--- src/rtl/vga_timing_pkg.sv ---
`timescale 1ns/1ps
package vga_timing_pkg;
  localparam int unsigned RED_W = 3;
  localparam int unsigned GRN_W = 3;
  localparam int unsigned BLU_W = 2;
  localparam int unsigned PIX_W = RED_W + GRN_W + BLU_W;

  typedef struct packed {
    logic [RED_W-1:0] r;
    logic [GRN_W-1:0] g;
    logic [BLU_W-1:0] b;
  } rgb_t;
endpackage

--- src/rtl/vga_axis_counter.sv ---
`timescale 1ns/1ps
module vga_axis_counter #(
  parameter int unsigned VIS  = 640,
  parameter int unsigned FP   = 16,
  parameter int unsigned SYNC = 96,
  parameter int unsigned BP   = 48,
  localparam int unsigned TOTAL = VIS + FP + SYNC + BP,
  localparam int unsigned W     = $clog2(TOTAL)
) (
  input  logic         clk_i,
  input  logic         rst_ni,
  input  logic         step_i,
  output logic [W-1:0] cnt_o,
  output logic         first_o,
  output logic         last_o,
  output logic         vis_o,
  output logic         sync_o
);
  localparam logic [W-1:0] LAST    = W'(TOTAL - 1);
  localparam logic [W-1:0] VIS_END = W'(VIS);
  localparam logic [W-1:0] SYNC_LO = W'(VIS + FP);
  localparam logic [W-1:0] SYNC_HI = W'(VIS + FP + SYNC);

  logic [W-1:0] cnt_q;

  always_ff @(posedge clk_i or negedge rst_ni) begin
    if (!rst_ni)     cnt_q <= '0;
    else if (step_i) cnt_q <= (cnt_q == LAST) ? '0 : cnt_q + 1'b1;
  end

  assign cnt_o   = cnt_q;
  assign first_o = (cnt_q == '0);
  assign last_o  = (cnt_q == LAST);
  assign vis_o   = (cnt_q < VIS_END);
  assign sync_o  = (cnt_q >= SYNC_LO) && (cnt_q < SYNC_HI);
endmodule

--- src/rtl/vga_addr_gen.sv ---
`timescale 1ns/1ps
// Running address: advances after each visible pixel, cleared at frame end.
module vga_addr_gen #(
  parameter int unsigned AW = 19
) (
  input  logic          clk_i,
  input  logic          rst_ni,
  input  logic          de_i,
  input  logic          frame_end_i,
  output logic [AW-1:0] addr_o
);
  logic [AW-1:0] addr_q;

  always_ff @(posedge clk_i or negedge rst_ni) begin
    if (!rst_ni)          addr_q <= '0;
    else if (frame_end_i) addr_q <= '0;
    else if (de_i)        addr_q <= addr_q + 1'b1;
  end

  assign addr_o = de_i ? addr_q : '0;
endmodule

--- src/rtl/vga_pixel_gate.sv ---
`timescale 1ns/1ps
module vga_pixel_gate
  import vga_timing_pkg::*;
(
  input  logic de_i,
  input  rgb_t pix_i,
  output rgb_t pix_o
);
  always_comb begin
    pix_o = '0;
    if (de_i) pix_o = pix_i;
  end
endmodule

--- src/rtl/vga_timing_gen.sv ---
`timescale 1ns/1ps
module vga_timing_gen
  import vga_timing_pkg::*;
#(
  parameter int unsigned H_VIS  = 640,
  parameter int unsigned H_FP   = 16,
  parameter int unsigned H_SYNC = 96,
  parameter int unsigned H_BP   = 48,
  parameter int unsigned V_VIS  = 480,
  parameter int unsigned V_FP   = 10,
  parameter int unsigned V_SYNC = 2,
  parameter int unsigned V_BP   = 29,
  localparam int unsigned H_TOTAL = H_VIS + H_FP + H_SYNC + H_BP,
  localparam int unsigned V_TOTAL = V_VIS + V_FP + V_SYNC + V_BP,
  localparam int unsigned CW = $clog2(H_TOTAL),
  localparam int unsigned RW = $clog2(V_TOTAL),
  localparam int unsigned AW = $clog2(H_VIS * V_VIS)
) (
  input  logic              clk_i,
  input  logic              rst_ni,
  input  logic [PIX_W-1:0]  pix_i,
  output logic [CW-1:0]     col_o,
  output logic [RW-1:0]     row_o,
  output logic              hsync_no,
  output logic              vsync_no,
  output logic              de_o,
  output logic              sof_o,
  output logic [AW-1:0]     addr_o,
  output logic [RED_W-1:0]  red_o,
  output logic [GRN_W-1:0]  green_o,
  output logic [BLU_W-1:0]  blue_o
);
  logic h_first, h_last, h_vis, h_sync;
  logic v_first, v_last, v_vis, v_sync;
  logic de;
  rgb_t pix_gated;

  vga_axis_counter #(
    .VIS(H_VIS), .FP(H_FP), .SYNC(H_SYNC), .BP(H_BP)
  ) u_hcnt (
    .clk_i, .rst_ni,
    .step_i  (1'b1),
    .cnt_o   (col_o),
    .first_o (h_first),
    .last_o  (h_last),
    .vis_o   (h_vis),
    .sync_o  (h_sync)
  );

  vga_axis_counter #(
    .VIS(V_VIS), .FP(V_FP), .SYNC(V_SYNC), .BP(V_BP)
  ) u_vcnt (
    .clk_i, .rst_ni,
    .step_i  (h_last),
    .cnt_o   (row_o),
    .first_o (v_first),
    .last_o  (v_last),
    .vis_o   (v_vis),
    .sync_o  (v_sync)
  );

  assign de       = h_vis & v_vis;
  assign de_o     = de;
  assign hsync_no = ~h_sync;
  assign vsync_no = ~v_sync;
  assign sof_o    = h_first & v_first;

  vga_addr_gen #(.AW(AW)) u_addr (
    .clk_i, .rst_ni,
    .de_i        (de),
    .frame_end_i (h_last & v_last),
    .addr_o      (addr_o)
  );

  vga_pixel_gate u_gate (
    .de_i  (de),
    .pix_i (rgb_t'(pix_i)),
    .pix_o (pix_gated)
  );

  assign red_o   = pix_gated.r;
  assign green_o = pix_gated.g;
  assign blue_o  = pix_gated.b;
endmodule

--- config.mk ---
export PLATFORM = sky130hd
export DESIGN_NAME = vga_timing_gen
export DESIGN_NICKNAME = d
export VERILOG_FILES = /design/src/rtl/vga_timing_pkg.sv /design/src/rtl/vga_axis_counter.sv /design/src/rtl/vga_addr_gen.sv /design/src/rtl/vga_pixel_gate.sv /design/src/rtl/vga_timing_gen.sv
export SDC_FILE = /design/constraint.sdc
export NUM_CORES = 1
export LEC_CHECK = 0
export ABC_AREA = 1
export BUFFER_PORTS_ARGS = -buffer_cell sky130_fd_sc_hd__buf_2
export CAP_MARGIN = 25
export CORE_UTILIZATION = 32
export CTS_BUF_LIST = sky130_fd_sc_hd__clkbuf_2
export CTS_CLUSTER_SIZE = 30
export DETAILED_ROUTE_END_ITERATION = 10
export PLACE_DENSITY_LB_ADDON = 0.08
export RECOVER_POWER = 50
export SYNTH_ARGS = -nofsm -noshare
export SYNTH_HDL_FRONTEND = slang
export SYNTH_SLANG_ARGS = --single-unit
--- constraint.sdc ---
create_clock -name clk_i -period 2 [get_ports clk_i]
set_input_delay 0.4 -clock clk_i [delete_from_list [all_inputs] [get_ports clk_i]]
set_output_delay 0.4 -clock clk_i [all_outputs]
set_load 0.02 [all_outputs]
==> results of run 1 <==
repair_timing:
action                                  CTS  global route
endpoints found under the setup margin   30            31
setup buffers                            26            13
hold endpoints to repair                  0             0
resized for setup                        67            40
gates cloned                              0             1
pin swaps                                10             7
final cells by class:
class | instances | share of cell area [%]
clock inverters | 1 | 0.134
repair buffers | 110 | 22.9
clock buffers | 7 | 0.939
multi-input cells | 271 | 39.0
well taps | 102 | 3.42
inverters | 72 | 7.24
flip-flops and latches | 39 | 26.4
power by group through the flow:
stage                     combinational [mW]  clock, mW  sequential [mW]
final                                 0.0634      0.383            0.790
after global routing                  0.0713      0.440            0.791
after CTS                             0.0601      0.408            0.790
after detailed placement              0.0537          0            0.803
after global placement                0.0535          0            0.803
after floorplan                       0.0181          0            0.804
flip-flops by register name, indices dropped and copies added, names as in the netlist:
register / count
u_addr.addr_q: 19
u_hcnt.cnt_o: 10
u_vcnt.cnt_o: 10
stage by stage:
stage / hold slack, ps / setup slack (ps)
3_5_place_dp: 513 / 237
2_1_floorplan: 104 / 75.2
5_1_grt: 262 / -190
6_report: 213 / -75.5
3_3_place_gp: 510 / 266
4_1_cts: 10.9 / -94.4
Yosys cell counts (all sizes together):
master	instances
xnor2	3
buf	7
o21ai	12
o31ai	1
inv	72
nand2	90
nor4	1
dfrtp	39
xor2	3
a21oi	7
a22oi	1
nand3	37
nand4	12
nor2	85
ha	5
nor3	14
metal layers:
layer	wire length (um)	global-route usage [%]	up-vias
met5	0	0	-
met4	95	5.73	0
met3	221	2.99	9
met2	3610	30.5	49
met1	3540	24.2	1251
li1	-	-	1429
path summary, 6_finish.rpt:
kind | from | end | depth (start not counted)
setup reg to reg | u_hcnt.cnt_o[0] | u_addr.addr_q[5] | 9
setup / recovery | u_hcnt.cnt_o[7] | sof_o | 5
min in group clk_i | u_addr.addr_q[18] | u_addr.addr_q[18] | 3
hold reg to reg | u_addr.addr_q[18] | u_addr.addr_q[18] | 3
hold / removal | rst_ni | u_addr.addr_q[5] | 2
max in group asynchronous | rst_ni | u_vcnt.cnt_o[5] | 2
cell families (layout without fill, tap and decap cells):
| group | Yosys count | count (layout) |
|---|---|---|
| buf+inv | 79 | 190 |
| xor+xnor | 6 | 6 |
| flops | 39 | 39 |
| fa+ha+maj | 5 | 5 |
| compound gates | 21 | 21 |
| simple gates | 239 | 239 |
worst max-delay path, cell delays in order (launching register included):
cell and delay [ps]:
dfrtp_1 460, buf_6 140, nor2_4 100, nand3_2 90, nor4_4 290, buf_4 180
==> results.cfg, run 1 <==
[clock_network]
clkSlewWorstSetupHoldPaths_ps = 210
clk_latency_ps = 420
cts_tree = yes
cts_buffers = 5
clock_path_buffers = 2
cts.sinks = 39
hold_buffers = 0
h-tree-depth = 2
clock_tree.root_cell = clkbuf_2

[grt]
antenna_found_initial = 0
track_usage_pct = 18.3
grt_max_degree = 40
grt_pass1_vias = 2544
overflow = 0
grt_first_pass_wirelength_um = 12400

[power_and_ir_drop]
p_sw_mw = 0.326
p_comb_share_pct = 5.1
power.total_mw = 1.24
p_seq_share_pct = 63.9
swShare_pct = 26.4
p_leak_nw = 1.94
intPower_mw = 0.911
ir_worst_vdd_mv = 0.320
p_per_area_mw_per_mm2 = 331
power.share.clock_pct = 31.0

[synth]
synth_area_leader_cell = dfrtp_1
yosys.area_share.simple_pct = 41.1
syn-cell-area_mm2 = 0.00259
yosysWarnings = 0
synth_nets = 404
ys_ff_latch = 39
synth_top_family_by_area = simple AND/OR/NAND/NOR gates
ys_seq_area_share_pct = 37.6
synth_compound_area_share_pct = 4.24
synth_fa_ha_area_share_pct = 2.41
yosys-top-cells-area = dfrtp_1 38%, nand2_1 12%, nor2_1 11%, inv_1 9.8%, nand3_1 6.9%
synth_top_area_share_pct = 37.6
netlist_instances = 389
synth-xor-area-share_pct = 2.03
synth.avg_cell_area_um2 = 6.67
muxShareOfSynthArea_pct = 0
ys_types = 25

[drt]
vias_per_cell = 4.55
wl_um = 7460
dr_total_vias = 2738
post_drt_wl_per_cell_um = 12.4
antenna_left = 0
drc = 0
first_pass_iters = 4
dr.first_iter.drc_count = 73

[critical_path]
worstPathArrival_ps = 1680
critPathKind = flip-flop to output port
startpoint_type = flip-flop
crit_fanout = 4
worstPathRequired_ps = 1600
critPathCaptureType = output port
r2r_slack_ps = 90

[floorplanning]
die-area_mm2 = 0.00847
rows = 32
fp.dieH_um = 92.1
die_x_um = 92.1
pin_count = 61
initial_core_util_pct = 33.4
core_area_mm2 = 0.00777

[final_layout]
multi_input_area_mm2 = 0.00145
final_common_cell = nand2_1
fin_nets = 514
fillers = 827
fin_util_pct = 48.0
drive_gt1_share_pct = 36.4
diodes = 0
area_growth_pct = 43.8
final_area_mm2 = 0.00373
final_cell_mix = 81 x nand2_1, 63 x inv_1, 52 x nor2_1
seq_area_um2 = 983
stdcell_count = 602

[sta]
fin_ws_ps = -75.5
tightest_slew_ps = 1050
final-hold-violation-count = 0
fin_crit_ps = 2080
period_share_pct = 104
rsz0062_at_grt = yes
fmax_mhz = 482
slew_violations = 0
finClkSkew_ps = 22.8
setup-violations-final = 25
fin_setup_tns_ps = -775
max_slew_margin_pct = 30.3

[outcome]
violations = setup timing
outcome = finished with violations

[placed_design]
placed_cell_area_mm2 = 0.00305
place.gp.congestion = 0.848
hpwl_um = 5100
io_buffers = 60
placed_cells_incl_taps = 554

[run]
timing.max_cap.violations = 0

[worst_hold_path]
min_path_type = input pin to async pin
(Power assumes the default switching activity.)
==> run 2: changes to the inputs <==
--- a/config.mk
+++ b/config.mk
@@ -12,6 +12,7 @@
 export CTS_BUF_LIST = sky130_fd_sc_hd__clkbuf_2
 export CTS_CLUSTER_SIZE = 30
 export DETAILED_ROUTE_END_ITERATION = 10
+export GPL_TIMING_DRIVEN = 0
 export PLACE_DENSITY_LB_ADDON = 0.08
 export RECOVER_POWER = 50
 export SYNTH_ARGS = -nofsm -noshare
==> run 2 against run 1 <==
The flow still finishes with violations (setup timing). Fmax shrank 2.7%. Sequential share of layout area barely moved. Worst hold slack improved by 210 ps. Cell area did not move. Worst setup slack got worse by 58 ps. Critical path depth rose by 3. Sequential cell count unchanged. Via count rose by 1.2%. Clock skew is 17 ps lower. Highest routed layer unchanged.
==> results.cfg, run 2 (synthesis gave the netlist of run 1 again) <==
[clock_network]
cts_buffers = 5
clkSlewWorstSetupHoldPaths_ps = 210
h-tree-depth = 2
clock_tree.root_cell = clkbuf_2
clock_path_buffers = 2
cts_tree = yes
cts.sinks = 39
clk_latency_ps = 390

[final_layout]
largest-register = u_addr.addr_q
fillers = 833
drive_gt1_share_pct = 34.9
final_area_mm2 = 0.00373
area_growth_pct = 43.8
fin_nets = 509
diodes = 0
final_cell_mix = 80 x nand2_1, 62 x inv_1, 53 x nor2_1
fin_util_pct = 48.0
largest_register_ffs = 19
final_common_cell = nand2_1

[drt]
dr_total_vias = 2770
drc = 0
dr.first_iter.drc_count = 92
vias_per_cell = 4.64
antenna_left = 0
post_drt_wl_per_cell_um = 12.4
first_pass_iters = 4
wl_um = 7410

[critical_path]
worstPathRequired_ps = 1600
worstPathArrival_ps = 1730
startpoint_type = flip-flop
r2r_slack_ps = -20
critPathCaptureType = output port
critPathKind = flip-flop to output port
rr_worst_depth = 9
crit_fanout = 10

[placed_design]
io_buffers = 60
hpwl_um = 5130
placed_cell_area_mm2 = 0.00302
place.gp.congestion = 0.831

[sta]
finClkSkew_ps = 6.21
setup-violations-final = 27
final-hold-violation-count = 0
fin_crit_ps = 2130
rsz0062_at_grt = yes
tightest_slew_ps = 834
max_slew_margin_pct = 44.4
fin_ws_ps = -133
slew_violations = 0
period_share_pct = 107
fmax_mhz = 469

[grt]
track_usage_pct = 18.5
overflow = 0
grt_pass1_vias = 2582
antenna_found_initial = 0
grt_first_pass_wirelength_um = 12500
grt_max_degree = 40

[power_and_ir_drop]
p_per_area_mw_per_mm2 = 324
ir_worst_vdd_mv = 0.167
p_leak_nw = 1.90

[floorplanning]
initial_core_util_pct = 33.4
die_x_um = 92.1
core_area_mm2 = 0.00777
die-area_mm2 = 0.00847
rows = 32
fp.dieH_um = 92.1
pin_count = 61

[worst_hold_path]
min_path_type = input pin to async pin

[outcome]
violations = setup timing
outcome = finished with violations

[run]
timing.max_cap.violations = 0
## run 2: cell count changes in the layout (fill, tap and decap cells not counted), sizes merged
cell         before  now
buf             107   98
clkbuf           10   12
dlygate4sd3       0    1
clkinv            1    2
## run 2: per-layer routing
layer	wire [um]	global-route usage [%]	up-vias
li1	-	-	1413
met5	0	0	-
met3	274	3.32	13
met1	3430	24.2	1287
met4	128	5.47	0
met2	3580	31.2	57
## run 2: power by group
| part | switching [mW] | leakage (nW) | internal (mW) |
|---|---|---|---|
| Sequential | 0 | 0.507 | 0.790 |
| Clock | 0.273 | 0.0281 | 0.0843 |
| Combinational | 0.0372 | 1.37 | 0.0233 |
| Total | 0.311 | 1.90 | 0.897 |
## run 2: path summary, 6_finish.rpt
| path | start | end |
|---|---|---|
| min reg2reg | u_hcnt.cnt_o[5] | u_hcnt.cnt_o[5] |
| min in group clk_i | u_hcnt.cnt_o[5] | u_hcnt.cnt_o[5] |
| max reg2reg | u_hcnt.cnt_o[0] | u_vcnt.cnt_o[1] |
| max in group asynchronous | rst_ni | u_vcnt.cnt_o[9] |
| max | u_hcnt.cnt_o[9] | blue_o[0] |
| min | rst_ni | u_addr.addr_q[7] |
## run 2: layout make-up
class | instances | area, um2 | area share (%)
multi-input cells | 271 | 1480 | 39.6
flip-flops and latches | 39 | 985 | 26.4
repair buffers | 98 | 747 | 20.0
inverters | 72 | 270 | 7.24
well taps | 102 | 128 | 3.42
plain buffers | 7 | 85.1 | 2.28
clock buffers | 6 | 30.0 | 0.805
clock inverters | 2 | 7.51 | 0.201
## run 2: what timing repair did
item | CTS | global route
pin swaps | 11 | 10
hold buffers | 0 | 1
resized for setup | 75 | 49
hold endpoints to repair | 0 | 7
buffers inserted | 27 | 9
setup endpoints to repair | 30 | 30
## run 2: through the flow
stage | setup WS [ps] | setup TNS (ps) | total power [mW] | std cells | hold WS, ps
final | -133 | -2870 | 1.21 | 597 | 426
after global routing | -259 | -9610 | 1.28 | 597 | 425
after CTS | -210 | -4870 | 1.23 | 586 | 112
after detailed placement | 43.6 | 0 | 0.855 | 551 | 547
after global placement | 37.5 | 0 | 0.855 | 551 | 538
after floorplan | 75.2 | 0 | 0.822 | 389 | 104
## run 2: worst max-delay path: stages (launching register included)
cell     delay, ps
dfrtp_1        470
nand2_2        110
inv_2           60
nor2_4         120
nand2_4         70
buf_8          140
buf_8          140
nor2_1          90
buf_4          140
